File: config.mk
export PLATFORM = sky130hd
export DESIGN_NAME = dm_lane_gate
export DESIGN_NICKNAME = d
export VERILOG_FILES = /design/src/rtl/dm_pkg.sv /design/src/rtl/dm_phase_fsm.sv /design/src/rtl/dm_mask_store.sv /design/src/rtl/dm_seg_drive.sv /design/src/rtl/dm_lane_gate.sv
export SDC_FILE = /design/constraint.sdc
export NUM_CORES = 1
export LEC_CHECK = 0
export ABC_CLOCK_PERIOD_IN_PS = 5050
export BUFFER_PORTS_ARGS = -buffer_cell sky130_fd_sc_hd__buf_2
export CORE_ASPECT_RATIO = 1.2
export CORE_MARGIN = 10
export CORE_UTILIZATION = 40
export CTS_CLUSTER_DIAMETER = 200
export CTS_CLUSTER_SIZE = 12
export DETAILED_ROUTE_END_ITERATION = 8
export PLACE_DENSITY_LB_ADDON = 0.1
export SYNTH_ARGS = -nofsm -noshare
export SYNTH_HDL_FRONTEND = slang
export SYNTH_SLANG_ARGS = --single-unit
File: constraint.sdc
create_clock -name clk -period 5.05 [get_ports clk]
set_clock_uncertainty 0.1 [all_clocks]
set_input_delay 0.7575 -clock clk [delete_from_list [all_inputs] [get_ports clk]]
set_output_delay 0.7575 -clock clk [all_outputs]
set_load 0.1 [all_outputs]
File: src/rtl/dm_pkg.sv
package dm_pkg;

    typedef enum logic [1:0] {
        PH_JOINED   = 2'b00,
        PH_TAKEN    = 2'b01,
        PH_FALLTHRU = 2'b10
    } phase_e;

endpackage

File: src/rtl/dm_phase_fsm.sv
module dm_phase_fsm
    import dm_pkg::*;
(
    input  logic   clk,
    input  logic   rst_n,
    input  logic   diverge,
    input  logic   phase_done,
    input  logic   entry_taken_any,
    input  logic   entry_fall_any,
    input  logic   held_fall_any,
    output phase_e state
);

    phase_e state_q;
    phase_e state_d;

    // State register
    always_ff @(posedge clk or negedge rst_n) begin
        if (!rst_n) begin
            state_q <= PH_JOINED;
        end else begin
            state_q <= state_d;
        end
    end

    // Next-state logic; empty phases are skipped
    always_comb begin
        state_d = state_q;
        unique case (state_q)
            PH_JOINED: begin
                if (diverge) begin
                    if (entry_taken_any) begin
                        state_d = PH_TAKEN;
                    end else if (entry_fall_any) begin
                        state_d = PH_FALLTHRU;
                    end else begin
                        state_d = PH_JOINED;
                    end
                end
            end
            PH_TAKEN: begin
                if (phase_done) begin
                    state_d = held_fall_any ? PH_FALLTHRU : PH_JOINED;
                end
            end
            PH_FALLTHRU: begin
                if (phase_done) begin
                    state_d = PH_JOINED;
                end
            end
            default: state_d = PH_JOINED;
        endcase
    end

    assign state = state_q;

endmodule

File: src/rtl/dm_mask_store.sv
module dm_mask_store
    import dm_pkg::*;
#(
    parameter int LANES = 32
) (
    input  logic             clk,
    input  logic             rst_n,
    input  phase_e           state,
    input  logic             diverge,
    input  logic [LANES-1:0] warp_mask,
    input  logic [LANES-1:0] taken_mask,
    output logic [LANES-1:0] phase_mask,
    output logic             entry_taken_any,
    output logic             entry_fall_any,
    output logic             held_fall_any
);

    logic [LANES-1:0] base_q;
    logic [LANES-1:0] taken_q;
    logic [LANES-1:0] new_taken;
    logic [LANES-1:0] new_fall;
    logic [LANES-1:0] held_fall;
    logic             capture;

    assign new_taken = taken_mask & warp_mask;
    assign new_fall  = warp_mask & ~taken_mask;
    assign held_fall = base_q & ~taken_q;
    assign capture   = (state == PH_JOINED) && diverge;

    // Masks are captured only on a divergence in the joined state
    always_ff @(posedge clk or negedge rst_n) begin
        if (!rst_n) begin
            base_q  <= '0;
            taken_q <= '0;
        end else if (capture) begin
            base_q  <= warp_mask;
            taken_q <= new_taken;
        end
    end

    assign entry_taken_any = |new_taken;
    assign entry_fall_any  = |new_fall;
    assign held_fall_any   = |held_fall;

    // Phase mask selection
    always_comb begin
        unique case (state)
            PH_JOINED:   phase_mask = warp_mask;
            PH_TAKEN:    phase_mask = taken_q;
            PH_FALLTHRU: phase_mask = held_fall;
            default:     phase_mask = '0;
        endcase
    end

endmodule

File: src/rtl/dm_seg_drive.sv
module dm_seg_drive #(
    parameter int LANES        = 32,
    parameter int SEG_PER_LANE = 2,
    localparam int SEGS        = LANES * SEG_PER_LANE
) (
    input  logic             clk,
    input  logic             rst_n,
    input  logic             req_valid,
    input  logic [LANES-1:0] phase_mask,
    output logic [SEGS-1:0]  seg_en,
    output logic             line_access
);

    logic [SEGS-1:0] seg_d;
    logic            access_d;

    // Segment j belongs to lane j / SEG_PER_LANE
    for (genvar ln = 0; ln < LANES; ln++) begin : g_lane
        for (genvar sb = 0; sb < SEG_PER_LANE; sb++) begin : g_sub
            assign seg_d[ln*SEG_PER_LANE + sb] = req_valid & phase_mask[ln];
        end
    end

    // An empty mask makes no access
    assign access_d = req_valid & (|phase_mask);

    always_ff @(posedge clk or negedge rst_n) begin
        if (!rst_n) begin
            seg_en      <= '0;
            line_access <= 1'b0;
        end else begin
            seg_en      <= seg_d;
            line_access <= access_d;
        end
    end

endmodule

File: src/rtl/dm_lane_gate.sv
module dm_lane_gate
    import dm_pkg::*;
#(
    parameter int LANES        = 32,
    parameter int SEG_PER_LANE = 2,
    localparam int SEGS        = LANES * SEG_PER_LANE
) (
    input  logic             clk,
    input  logic             rst_n,
    input  logic             req_valid,
    input  logic [LANES-1:0] warp_mask,
    input  logic             diverge,
    input  logic [LANES-1:0] taken_mask,
    input  logic             phase_done,
    output logic [SEGS-1:0]  seg_en,
    output logic             line_access,
    output logic [LANES-1:0] phase_mask,
    output logic [1:0]       phase_state
);

    phase_e state;
    logic   entry_taken_any;
    logic   entry_fall_any;
    logic   held_fall_any;

    dm_phase_fsm u_fsm (
        .clk             (clk),
        .rst_n           (rst_n),
        .diverge         (diverge),
        .phase_done      (phase_done),
        .entry_taken_any (entry_taken_any),
        .entry_fall_any  (entry_fall_any),
        .held_fall_any   (held_fall_any),
        .state           (state)
    );

    dm_mask_store #(.LANES(LANES)) u_masks (
        .clk             (clk),
        .rst_n           (rst_n),
        .state           (state),
        .diverge         (diverge),
        .warp_mask       (warp_mask),
        .taken_mask      (taken_mask),
        .phase_mask      (phase_mask),
        .entry_taken_any (entry_taken_any),
        .entry_fall_any  (entry_fall_any),
        .held_fall_any   (held_fall_any)
    );

    dm_seg_drive #(.LANES(LANES), .SEG_PER_LANE(SEG_PER_LANE)) u_seg (
        .clk         (clk),
        .rst_n       (rst_n),
        .req_valid   (req_valid),
        .phase_mask  (phase_mask),
        .seg_en      (seg_en),
        .line_access (line_access)
    );

    assign phase_state = state;

endmodule

### Word level (Yosys, flattened, before mapping)

Index checks and enable logic that the tools add are counted.

| storage, ports and cells | value |
|---|---|
| output and inout port bits | 99 |
| logic and storage cells | 63 |
| register bits | 130 |

| cells by class | value |
|---|---|
| equal/unequal tests | 5 |
| bitwise logic cells | 38 |
| reduce and logical (&&, ||, !) cells | 7 |
| multiplexer cells | 8 |

Operators by type and width:

| kind | count |
|---|---|
| 32-bit OR reduction | 4 |
| 32-bit AND | 3 |
| 32-bit one-hot mux with 3 select lines | 1 |
| 32-bit inverter | 2 |
| 1-bit AND | 33 |
| 2-bit 2-to-1 mux | 6 |
| 2-bit inequality test, second input constant | 3 |
| 2-bit one-hot mux with 3 select lines | 1 |
| 3-bit AND reduction | 1 |
| 2-bit by 1-bit == test with 1-bit output, second input constant | 1 |
| 2-bit == test, second input constant | 1 |
| 2-bit logical NOT | 1 |
| 1-bit logical AND | 1 |

### Longest topological paths before layout

Gate-level depths: netlist of run 1.

| logic depth | value |
|---|---|
| depth after elaboration | 7 |
| gate-level depth with buffers | 8 |
| mapped depth without buffers | 6 |

### Hierarchy

From an unflattened synthesis of run 1, not the netlist that was laid out.

| unflattened totals | value |
|---|---|
| cells, all modules | 544 |
| area, all modules | 5,325.1 um^2 |

Modules (own cells, without submodules):

| module | instances | area each (um^2) | cells each | sequential area each (um^2) |
|---|---|---|---|---|
| dm_mask_store | 1 | 3,853.7 | 423 | 1,601.5 |
| dm_seg_drive | 1 | 1,373.8 | 111 | 825.8 |
| dm_phase_fsm | 1 | 97.6 | 10 | 50.0 |

### Worst setup path before layout of run 1

OpenSTA, ideal clock, no wires.

| path | value |
|---|---|
| path type | register to output |
| from | reg u_fsm.state_q[1] (netlist: u_fsm.state[1]) |
| to | out phase_mask[13] |
| path buffers | 3 |
| data arrival time | 3,107 ps |
| slack | 1,086 ps |
| stages on the path, launching flop included | 6 |
| required time | 4,193 ps |
| cells stage by stage | dfrtp_1 -> buf_2 -> nand2b_1 -> buf_6 -> buf_6 -> o22ai_1 |

| between the ends | value |
|---|---|
| cells in the longest elaborated chain, start to end | 2 |
| elaborated cells on any way between the ends | 4 |

RTL lines:

| item | RTL line | source |
|---|---|---|
| start: declaration | dm_phase_fsm.sv:14 | `phase_e state_q;` |
| start signal: assignment | dm_phase_fsm.sv:22 | `state_q <= state_d;` |
| 2-bit == test (tied with other cells) | dm_mask_store.sv:47 | `unique case (state)` |
| 32-bit one-hot mux with 3 select lines (*) | dm_mask_store.sv:47 |  |
| end: declaration | dm_lane_gate.sv:17 | `output logic [LANES-1:0] phase_mask,` |

Every way passes the cells marked *; elsewhere a longest branch is shown, timed or not.

### Final worst setup path of run 1

| path | value |
|---|---|
| from | reg u_fsm.state_q[0] (netlist: u_fsm.state[0]) |
| to | out phase_mask[1] |

Same word-level chain as after synthesis.

==> results.md, run 1 <==
- Status: completed
- Post-DRT Antenna Nets: 0
- Worst EP required: 4.19 ns
- Crit path arrival time: 2.61 ns
- CP max stage delay: 0.80 ns
- Port buffer count: 167
- Clock Sinks: 99
- CP endpoint kind: primary output
- Slew Limit Fails: 0
- Remaining DRCs: 0
- Fmax: 288.8 MHz
- Critical setup path kind: flop to primary output
- Clock Latency Late Sink: 0.35 ns
- Vias in the first global route: 4386
- Die Y: 143.7 microns
- Setup_tns: 0 ns
- Vias/cell: 5.175
- Post-synth cell types: 26
- Most used DFF post-synth: dfrtp_1
- Max transition margin: 19.98%
- Core Area: 0.01256 sq mm
- Largest net degree at the start of global routing: 130
- Cell Area, Synth: 0.005101 sq mm
- Synth Instances: 543
- DR vias: 4311
- Largest cells by area after synthesis: dfrtp_1 (49%), nand2_1 (7.3%), mux2i_1 (6.3%), buf_4 (4.9%), o21ai_1 (4.2%)
- Die area: 0.01769 sq mm
- Cts repair resizes: 0
- Final wirelength: 16.70 mm
- Hold WC Path Type: primary input to asynchronous set/reset pin
- Worst-Margin Slew: 1.199 ns
- Final setup fails: 0
- Crit path max fanout: 36
- Total GRT Usage: 18.49%
- Initial antenna violation count: 0
- Maximum clock insertion buffer count: 2
- CTS tree: done
- Number of enable flip-flop cells after synthesis: 0
- Syn avg cell area: 9.394 sq um
- I/O pin cnt: 168
- Most frequent cells after synthesis: dfrtp_1 (99), nand2_1 (99), o21ai_1 (43), o22ai_1 (34)
- CTS buffer count: 9
- First-pass DRT Iterations: 5
- Synth top area share: 48.57%
- Placement Cell Area: 0.005763 sq mm
- Std-Cell Rows: 45
- RSZ-0062 raised after global routing: no
- Hold Vio Cnt, Final: 0
- Wirelength per Cell: 20.04 microns
- Clock slew at reported path FFs: 0.07 ns
- Post-synthesis register bit count: 99
- Async set-reset flop share out of synthesis: 100.0%
- Final Cell Area: 0.006058 sq mm
- Gpl congestion: 0.8927
- CTS H-tree lvls: 3
- Layout Nets: 733
- Max-cap violation count: 0
- Iteration-0 DRC Markers: 329
- Syn nets: 612
- Share of layout cells above drive strength 1: 30.34%
- Period utilization: 68.57%
- Critical path's slowest cell: dfrtp_2
- Detailed placement HPWL: 13.18 mm
- Critical path launch point type: flop
- Critical-path cell list: nand2b_1 -> buf_4 -> o22ai_1 -> buf_2
- Synthesis Warnings: 0
- Hold_buf cts: 0
- Global-route wire length before repair: 25.04 mm
- Chip Width: 123.1 microns
- Register area share after synthesis: 48.57%
- # diodes: 0
- Root buf cell: clkbuf_16
- Post-layout minimum cycle time: 3.463 ns
- Total congestion overflow: 0
- Effective utilization at floorplan: 40.63%
- Post-CTS Setup Bufs: 0
- Largest area contributor in the netlist: dfrtp_1
- Area Overhead vs Synth: 18.76%
[critical path: cells and delay by family, from the launching register on]
family | cells | cell delay (ns)
AO/OA/AOI/OAI | 1 | 0.37
flip-flops | 1 | 0.80
AND/OR/NAND/NOR | 1 | 0.33
buffers and inverters | 2 | 0.76
[final cells by class]
cell class / instances / area, sq um
clock buffers: 10 / 229.0
clock inverters: 6 / 66.31
fillers: 1267 / 6497
inverters: 33 / 123.9
multi-input cells: 350 / 2087
flip-flops and latches: 99 / 2479
well taps: 164 / 205.2
repair buffers: 171 / 868.3
[routing by layer]
metal / wire length (microns) / track usage (%) / part of all wire (%) / vias to the layer above
met3: 1430 / 3.964 / 8.6 / 13
met5: 0 / 0 / 0 / -
li1: - / - / - / 2075
met4: 206 / 4.604 / 1.2 / 0
met2: 7996 / 29.83 / 48 / 176
met1: 7063 / 24.63 / 42 / 2047
[registers in the layout, summed over array words and instances (netlist names)]
signal,cells
u_fsm.state,2
u_masks.taken_q,32
u_masks.base_q,32
u_seg.seg_en,32
u_seg.line_access,1
[kinds of logic (layout without fill, tap and decap cells)]
kind of cell | count (synthesis) | in the layout | synth area share [%]
buffers and inverters | 94 | 220 | 10.67
multiplexers | 32 | 32 | 6.279
flip-flops | 99 | 99 | 48.57
AO/OA/AOI/OAI | 116 | 116 | 14.50
AND/OR/NAND/NOR | 202 | 202 | 19.99
[worst paths after layout]
kind / from / endpoint / slack, ns / cells past startpoint
setup / recovery: u_fsm.state[0] / phase_mask[1] / 1.59 / 4
hold / removal: rst_n / u_seg.seg_en[45] / 0.37 / 1
setup reg to reg: u_fsm.state[0] / u_masks.taken_q[27] / 2.27 / 3
hold reg to reg: u_masks.base_q[7] / u_masks.base_q[7] / 0.39 / 2
max in group asynchronous: rst_n / u_masks.base_q[21] / 3.46 / 2
min in group clk: u_masks.base_q[7] / u_masks.base_q[7] / 0.39 / 2
[cell usage in the layout (no fill, tap or decap), types with 2 or more instances in the layout]
cell        count
clkbuf_16       9
o21ai_1        43
o22ai_1        34
nor2_1          2
nand2b_1       33
inv_1          33
nand4_1        18
nand2_1        98
and2_1         32
nor4_1         15
dfrtp_1        98
clkinvlp_4      3
buf_2         166
buf_4           5
o22ai_2        14
mux2i_1        32
o21ai_0        21
[through the flow]
step,utilization (%),hold slack (ns),std cells,setup WS (ns)
after floorplan,-,0.3509,543,1.086
after global placement,45.90,0.3686,817,1.939
after detailed placement,45.90,0.3766,817,1.929
after CTS,48.25,0.3916,833,1.549
after global routing,48.25,0.4164,833,1.484
final,48.25,0.3730,833,1.587
Power of run 1 is left out: the tool's default activity adds up to more than one toggle a clock period on the data nets, which glitch-free logic cannot reach.
==> run 2, diff against run 1 <==
--- a/config.mk
+++ b/config.mk
@@ -5,7 +5,7 @@
 export SDC_FILE = /design/constraint.sdc
 export NUM_CORES = 1
 export LEC_CHECK = 0
-export ABC_CLOCK_PERIOD_IN_PS = 5050
+export ABC_CLOCK_PERIOD_IN_PS = 3100
 export BUFFER_PORTS_ARGS = -buffer_cell sky130_fd_sc_hd__buf_2
 export CORE_ASPECT_RATIO = 1.2
 export CORE_MARGIN = 10
==> constraint.sdc (replaced) <==
create_clock -name clk -period 3.1 [get_ports clk]
set_clock_uncertainty 0.1 [all_clocks]
set_input_delay 0.465 -clock clk [delete_from_list [all_inputs] [get_ports clk]]
set_output_delay 0.465 -clock clk [all_outputs]
set_load 0.1 [all_outputs]
==> run 2 against run 1 <==
Effect of this change:
- core utilization rose by 5.3 points
- non-clock buffer count rose by 5
- wire length fell by 1.4%
- register-to-register slack got worse by 1.6 ns
- clock-buffer cell count did not move
- design area rose by 11%
- sequential share of layout area fell by 4.0 points
- worst setup slack got worse by 0.94 ns
- cell count rose by 0.60%
- first-iteration DRC count fell by 29%
==> results.md, run 2 (synthesis gave the netlist of run 1 again) <==
- Worst-Margin Slew: 0.5640 ns (was 1.199 ns)
- Critical setup path kind: flop to primary output (unchanged)
- Fmax: 408.3 MHz
- Wirelength per Cell: 19.64 microns (was 20.04 microns)
- Total congestion overflow: 0 (unchanged)
- Global-route wire length before repair: 24.92 mm (was 25.04 mm)
- Most common library cell in the layout ignoring fill and taps: buf_2 (unchanged)
- Reg2reg start: u_fsm.state[0] (unchanged)
- Hold_buf cts: 0 (unchanged)
- CP endpoint kind: primary output (unchanged)
- Worst EP required: 2.53 ns (was 4.19 ns)
- Initial antenna violation count: 0 (unchanged)
- Register-to-Register Path Depth: 6 (was 3)
- Cts repair resizes: 0 (unchanged)
- Post-Place Cells: 822 (was 817)
- Max transition margin: 62.40% (was 19.98%)
- Setup_tns: 0 ns (unchanged)
- Post-Layout Cell Count: 838 (was 833)
- Max-cap violation count: 0 (unchanged)
- Share of layout cells above drive strength 1: 33.98% (was 30.34%)
- Regs by FF count: u_masks.base_q: 32 flops, u_masks.taken_q: 32 flops, u_seg.seg_en: 32 flops (unchanged)
- Port buffer count: 167 (unchanged)
- Vias/cell: 5.125 (was 5.175)
- Iteration-0 DRC Markers: 232 (was 329)
- Chip Width: 123.1 microns (unchanged)
- CTS buffer count: 9 (unchanged)
- RSZ-0062 raised after global routing: no (unchanged)
- CTS tree: done (unchanged)
- Gpl congestion: 0.9422 (was 0.8927)
- Remaining DRCs: 0 (unchanged)
- Final core utilization: 53.54% (was 48.25%)
- Period utilization: 79.01%
- Uppermost layer routed: met4 (unchanged)
- Highest-count cells in the layout ignoring fill and taps: buf_2 (134), nand2_1 (98), dfrtp_1 (97) (was buf_2 (166), nand2_1 (98), dfrtp_1 (98))
- Die Y: 143.7 microns (unchanged)
- Critical Path Start: u_fsm.state[0] (unchanged)
- Total GRT Usage: 18.43% (was 18.49%)
- Layout Nets: 738 (was 733)
- # diodes: 0 (unchanged)
- M1 WL: 7.366 mm (was 7.063 mm)
- Routed wl met3: 1.339 mm (was 1.430 mm)
- Effective utilization at floorplan: 40.63% (unchanged)
- Crit path max fanout: 16 (was 36)
- Die area: 0.01769 sq mm (unchanged)
- Final wirelength: 16.46 mm (was 16.70 mm)
- Core Area: 0.01256 sq mm (unchanged)
- First-pass DRT Iterations: 5 (unchanged)
- Maximum clock insertion buffer count: 2 (unchanged)
- Clock Latency Late Sink: 0.35 ns (about the same)
- Largest net degree at the start of global routing: 61 (was 130)
- Detailed placement HPWL: 13.42 mm (was 13.18 mm)
- Post-CTS Setup Bufs: 0 (unchanged)
- Vias in the first global route: 4331 (was 4386)
- Clock Sinks: 99 (unchanged)
- Crit path arrival time: 1.88 ns (was 2.61 ns)
- Hold Vio Cnt, Final: 0 (unchanged)
- Status: completed (unchanged)
- Slew Limit Fails: 0 (unchanged)
- Post-layout minimum cycle time: 2.449 ns
- Final setup fails: 0 (unchanged)
- CTS H-tree lvls: 3 (unchanged)
- Std-Cell Rows: 45 (unchanged)
- Hold WC Path Type: primary input to asynchronous set/reset pin (unchanged)
- Area Overhead vs Synth: 31.79% (was 18.76%)
- DR vias: 4295 (was 4311)
- Reg-to-reg endpoint: u_seg.line_access (was u_masks.taken_q[27])
- Root buf cell: clkbuf_16 (unchanged)
- Clock slew at reported path FFs: 0.07 ns (about the same)
- Post-DRT Antenna Nets: 0 (unchanged)
- I/O pin cnt: 168 (unchanged)
- Reg2reg setup slack: 0.70 ns (was 2.27 ns)
- DR WL met2: 7.480 mm (was 7.996 mm)
- Critical path launch point type: flop (unchanged)
run 2: worst max-delay path: stages, from the launching register on:
cell and delay (ns):
dfrtp_2 0.54, nand2b_2 0.24, buf_4 0.22, o22ai_2 0.30, buf_12 0.22
run 2: metrics by stage:
stage	worst slack (ns)	hold WS (ns)	area [sq um]
2_1_floorplan	0.1081	0.06941	5214
3_3_place_gp	0.7551	0.3691	6435
3_5_place_dp	0.7247	0.3799	6435
4_1_cts	0.6894	0.02621	6723
5_1_grt	0.6107	0.05232	6723
6_report	0.6507	0.005879	6723
run 2: area by class of cell:
cell class                 count  area [sq um]
multi-input combinational    350          2202
tap                          164         205.2
sequential                    99          2480
timing repair buffer         176          1424
fill                        1167          5833
clock buffer                  10         239.0
inverter                      33         123.9
clock inverter                 6         48.80
run 2: routing by layer:
metal	vias up	global-route usage (%)
li1	2086	-
met5	-	0
met3	17	5.063
met4	0	5.525
met1	2041	24.58
met2	151	28.45
run 2: worst max path at each step:
stage	slack, ns	endpoint	depth (start not counted)
2_1_floorplan	0.11	u_seg.line_access	6
3_3_place_gp	0.76	u_seg.line_access	6
3_5_place_dp	0.72	u_seg.line_access	6
4_1_cts	0.69	phase_mask[22]	4
5_1_grt	0.61	phase_mask[22]	4
6_report	0.65	phase_mask[5]	4
Power of run 2 is left out for the same reason.
==> run 3, diff against run 2 <==
--- a/config.mk
+++ b/config.mk
@@ -5,7 +5,8 @@
 export SDC_FILE = /design/constraint.sdc
 export NUM_CORES = 1
 export LEC_CHECK = 0
-export ABC_CLOCK_PERIOD_IN_PS = 3100
+export ABC_AREA = 1
+export ABC_CLOCK_PERIOD_IN_PS = 2100
 export BUFFER_PORTS_ARGS = -buffer_cell sky130_fd_sc_hd__buf_2
 export CORE_ASPECT_RATIO = 1.2
 export CORE_MARGIN = 10
==> constraint.sdc (replaced) <==
create_clock -name clk -period 2.1 [get_ports clk]
set_clock_uncertainty 0.1 [all_clocks]
set_input_delay 0.315 -clock clk [delete_from_list [all_inputs] [get_ports clk]]
set_output_delay 0.315 -clock clk [all_outputs]
set_load 0.1 [all_outputs]
==> run 3 against run 2 <==
Effect of this change:
- the flow now finishes with violations (setup timing)
- synthesized cell count grew 44%
- sequential share of layout area is 5.6 points lower
- core utilization grew 4.2 points
- via count up 25%
- cell count increased by 34%
- global-route usage rose by 0.67 points
==> results.md, run 3 <==
- Status: finished with violations (was completed)
- Failing checks: setup timing
- Clock slew at reported path FFs: 0.07 ns (about the same)
- Critical path's slowest cell: dfrtp_4 (was dfrtp_2)
- Area occupied by registers: 0.002482 sq mm (was 0.002480 sq mm)
- Synth Instances: 784 (was 543)
- CTS buffer count: 9 (unchanged)
- CP max stage delay: 0.49 ns (was 0.54 ns)
- Reg-to-reg endpoint: u_seg.line_access (unchanged)
- Hold WC Path Type: primary input to flop (was primary input to asynchronous set/reset pin)
- Max-cap violation count: 0 (unchanged)
- Std-Cell Rows: 47 (was 45)
- Post-layout minimum cycle time: 2.185 ns
- Port buffer count: 167 (unchanged)
- Syn avg cell area: 7.164 sq um (was 9.394 sq um)
- Multi-input logic area: 0.002773 sq mm (was 0.002202 sq mm)
- Largest net degree at the start of global routing: 38 (was 61)
- Global-route wire length before repair: 28.95 mm (was 24.92 mm)
- Worst setup margin: -0.08489 ns (was 0.6507 ns)
- Remaining DRCs: 0 (unchanged)
- DR vias: 5373 (was 4295)
- Total congestion overflow: 0 (unchanged)
- CTS H-tree lvls: 3 (unchanged)
- Chip Width: 128.2 microns (was 123.1 microns)
- Total GRT Usage: 19.10% (was 18.43%)
- Critical setup path kind: flop to primary output (unchanged)
- Gpl congestion: 0.8525 (was 0.9422)
- Number of enable flip-flop cells after synthesis: 0 (unchanged)
- Final wirelength: 18.35 mm (was 16.46 mm)
- Final setup fails: 30 (was 0)
- Die area: 0.01920 sq mm (was 0.01769 sq mm)
- First-pass DRT Iterations: 5 (unchanged)
- Register area share after synthesis: 44.11% (was 48.57%)
- Detailed placement HPWL: 13.77 mm (was 13.42 mm)
- I/O pin cnt: 168 (unchanged)
- Cell Area, Synth: 0.005617 sq mm (was 0.005101 sq mm)
- Clock Latency Late Sink: 0.35 ns (about the same)
- Maximum clock insertion buffer count: 2 (unchanged)
- Setup_tns: -1.155 ns (was 0 ns)
- Layout Nets: 1019 (was 738)
- Largest cells by area after synthesis: dfrtp_1 (44%), nand2_1 (23%), inv_1 (7.0%), nand3_2 (5.2%), o21ai_0 (4.9%) (was dfrtp_1 (49%), nand2_1 (7.3%), mux2i_1 (6.3%), buf_4 (4.9%), o21ai_1 (4.2%))
- Post-DRT Antenna Nets: 0 (unchanged)
- Synth top area share: 44.11% (was 48.57%)
- Most common library cell in the layout ignoring fill and taps: nand2_1 (was buf_2)
- Effective utilization at floorplan: 40.82% (was 40.63%)
- Most used DFF post-synth: dfrtp_1 (unchanged)
- CP top delay family: buffers and inverters (was flip-flops)
- Final core utilization: 57.72% (was 53.54%)
- Hold Crit Depth: 2
- Initial antenna violation count: 0 (unchanged)
- Reg2reg setup slack: 0.10 ns (was 0.70 ns)
- Critical-path cell list: buf_8 -> nor2_4 -> buf_6 -> clkbuf_16 -> nand2_4 -> nand3_4 -> buf_12 (was nand2b_2 -> buf_4 -> o22ai_2 -> buf_12)
- Period utilization: 104.0%
- Post-synthesis register bit count: 99 (unchanged)
- Most frequent cell after synthesis: nand2_1
- Crit path arrival time: 1.77 ns (was 1.88 ns)
- Die Y: 149.8 microns (was 143.7 microns)
- Area Overhead vs Synth: 41.41% (was 31.79%)
- Worst path buffer plus inverter count: 4 (was 2)
- Worst EP required: 1.68 ns (was 2.53 ns)
- Vias in the first global route: 5541 (was 4331)
- Post-synth cell types: 23 (was 26)
- Reg2reg start: u_fsm.state[0] (unchanged)
- Filler instances: 1335 (was 1167)
- Largest area contributor in the netlist: dfrtp_1 (unchanged)
- Crit path max fanout: 4 (was 16)
- Critical path launch point type: flop (unchanged)
- Regs by FF count: u_masks.base_q: 32 flops, u_masks.taken_q: 32 flops, u_seg.seg_en: 32 flops (unchanged)
- Share of layout cells above drive strength 1: 32.98% (was 33.98%)
- RSZ-0062 raised after global routing: yes (was no)
- Hold Vio Cnt, Final: 0 (unchanged)
- Vias/cell: 4.780 (was 5.125)
- Synthesis Warnings: 0 (unchanged)
- Register-to-Register Path Depth: 13 (was 6)
- Syn nets: 853 (was 612)
- Core Area: 0.01376 sq mm (was 0.01256 sq mm)
- Iteration-0 DRC Markers: 354 (was 232)
- Worst Hold Launch: phase_done
- Root buf cell: clkbuf_16 (unchanged)
- Most frequent cells after synthesis: nand2_1 (339), inv_1 (105), dfrtp_1 (99), nor2_1 (56), o21ai_0 (55) (was dfrtp_1 (99), nand2_1 (99), o21ai_1 (43), o22ai_1 (34))
- Clock Sinks: 99 (unchanged)
- Highest-count cells in the layout ignoring fill and taps: nand2_1 (304), buf_2 (134), inv_1 (105) (was buf_2 (134), nand2_1 (98), dfrtp_1 (97))
- Slew Limit Fails: 0 (unchanged)
- CTS tree: done (unchanged)
- Max transition margin: 54.63% (was 62.40%)
- Fmax: 457.7 MHz
- Wirelength per Cell: 16.32 microns (was 19.64 microns)
- CP endpoint kind: primary output (unchanged)
- Worst-Margin Slew: 0.6806 ns (was 0.5640 ns)
- Hold Path Sink: u_fsm.state[0]
- Async set-reset flop share out of synthesis: 100.0% (unchanged)
## run 3: how the worst max path moves through the flow
stage          slack (ns)  cells past startpoint                 to      startpoint
3_5_place_dp        -0.20                     10  u_seg.line_access  u_fsm.state[1]
2_1_floorplan       -0.07                     12  u_seg.line_access  u_fsm.state[1]
4_1_cts             -0.08                      7     phase_mask[14]  u_fsm.state[1]
3_3_place_gp        -0.16                     13  u_seg.line_access  u_fsm.state[0]
5_1_grt             -0.12                      7     phase_mask[10]  u_fsm.state[1]
6_report            -0.08                      7     phase_mask[10]  u_fsm.state[1]
## run 3: cells by family (layout without fill, tap and decap cells)
group	count (synthesis)	after routing	share of synthesized area, %
other	0	1	0
buffers and inverters	165	332	14.77
DFF	99	99	44.11
and+or+nand+nor	463	464	35.89
AOI/OAI and AO/OA	57	57	5.235
## run 3: routing by layer
| metal | vias up | GRT usage (%) | routed length (microns) |
|---|---|---|---|
| met2 | 142 | 33.93 | 9607 |
| met5 | - | 0 | 0 |
| li1 | 2680 | - | - |
| met3 | 13 | 4.600 | 1041 |
| met4 | 0 | 5.130 | 225 |
| met1 | 2538 | 22.34 | 7473 |
## run 3: area by class of cell
cell class                      count  area share [%]
Multi-Input combinational cell    521           34.91
Sequential cell                    99           31.25
Antenna cell                        1         0.03151
Tap cell                          171           2.694
Clock buffer                       12           2.977
Clock inverter                      1         0.06301
Timing Repair Buffer              212           22.89
Inverter                          107           5.183
## run 3: through the flow
step / std cells / hold WS [ns] / area (sq um) / worst slack, ns
2_1_floorplan: 784 / -0.08059 / 5963 / -0.06732
3_3_place_gp: 1083 / 0.2393 / 7243 / -0.1578
3_5_place_dp: 1083 / 0.2456 / 7243 / -0.1964
4_1_cts: 1120 / 0.09408 / 7865 / -0.07608
5_1_grt: 1123 / 0.1081 / 7940 / -0.1214
6_report: 1124 / 0.1081 / 7943 / -0.08489
## run 3: repair_timing
action,in CTS,in global routing
pin swaps,20,11
hold endpoints to repair,32,0
cloned,2,1
hold buffers,1,0
resized for setup,35,23
buffers inserted,21,4
endpoints found under the setup margin,33,73
Power of run 3 is left out for the same reason.
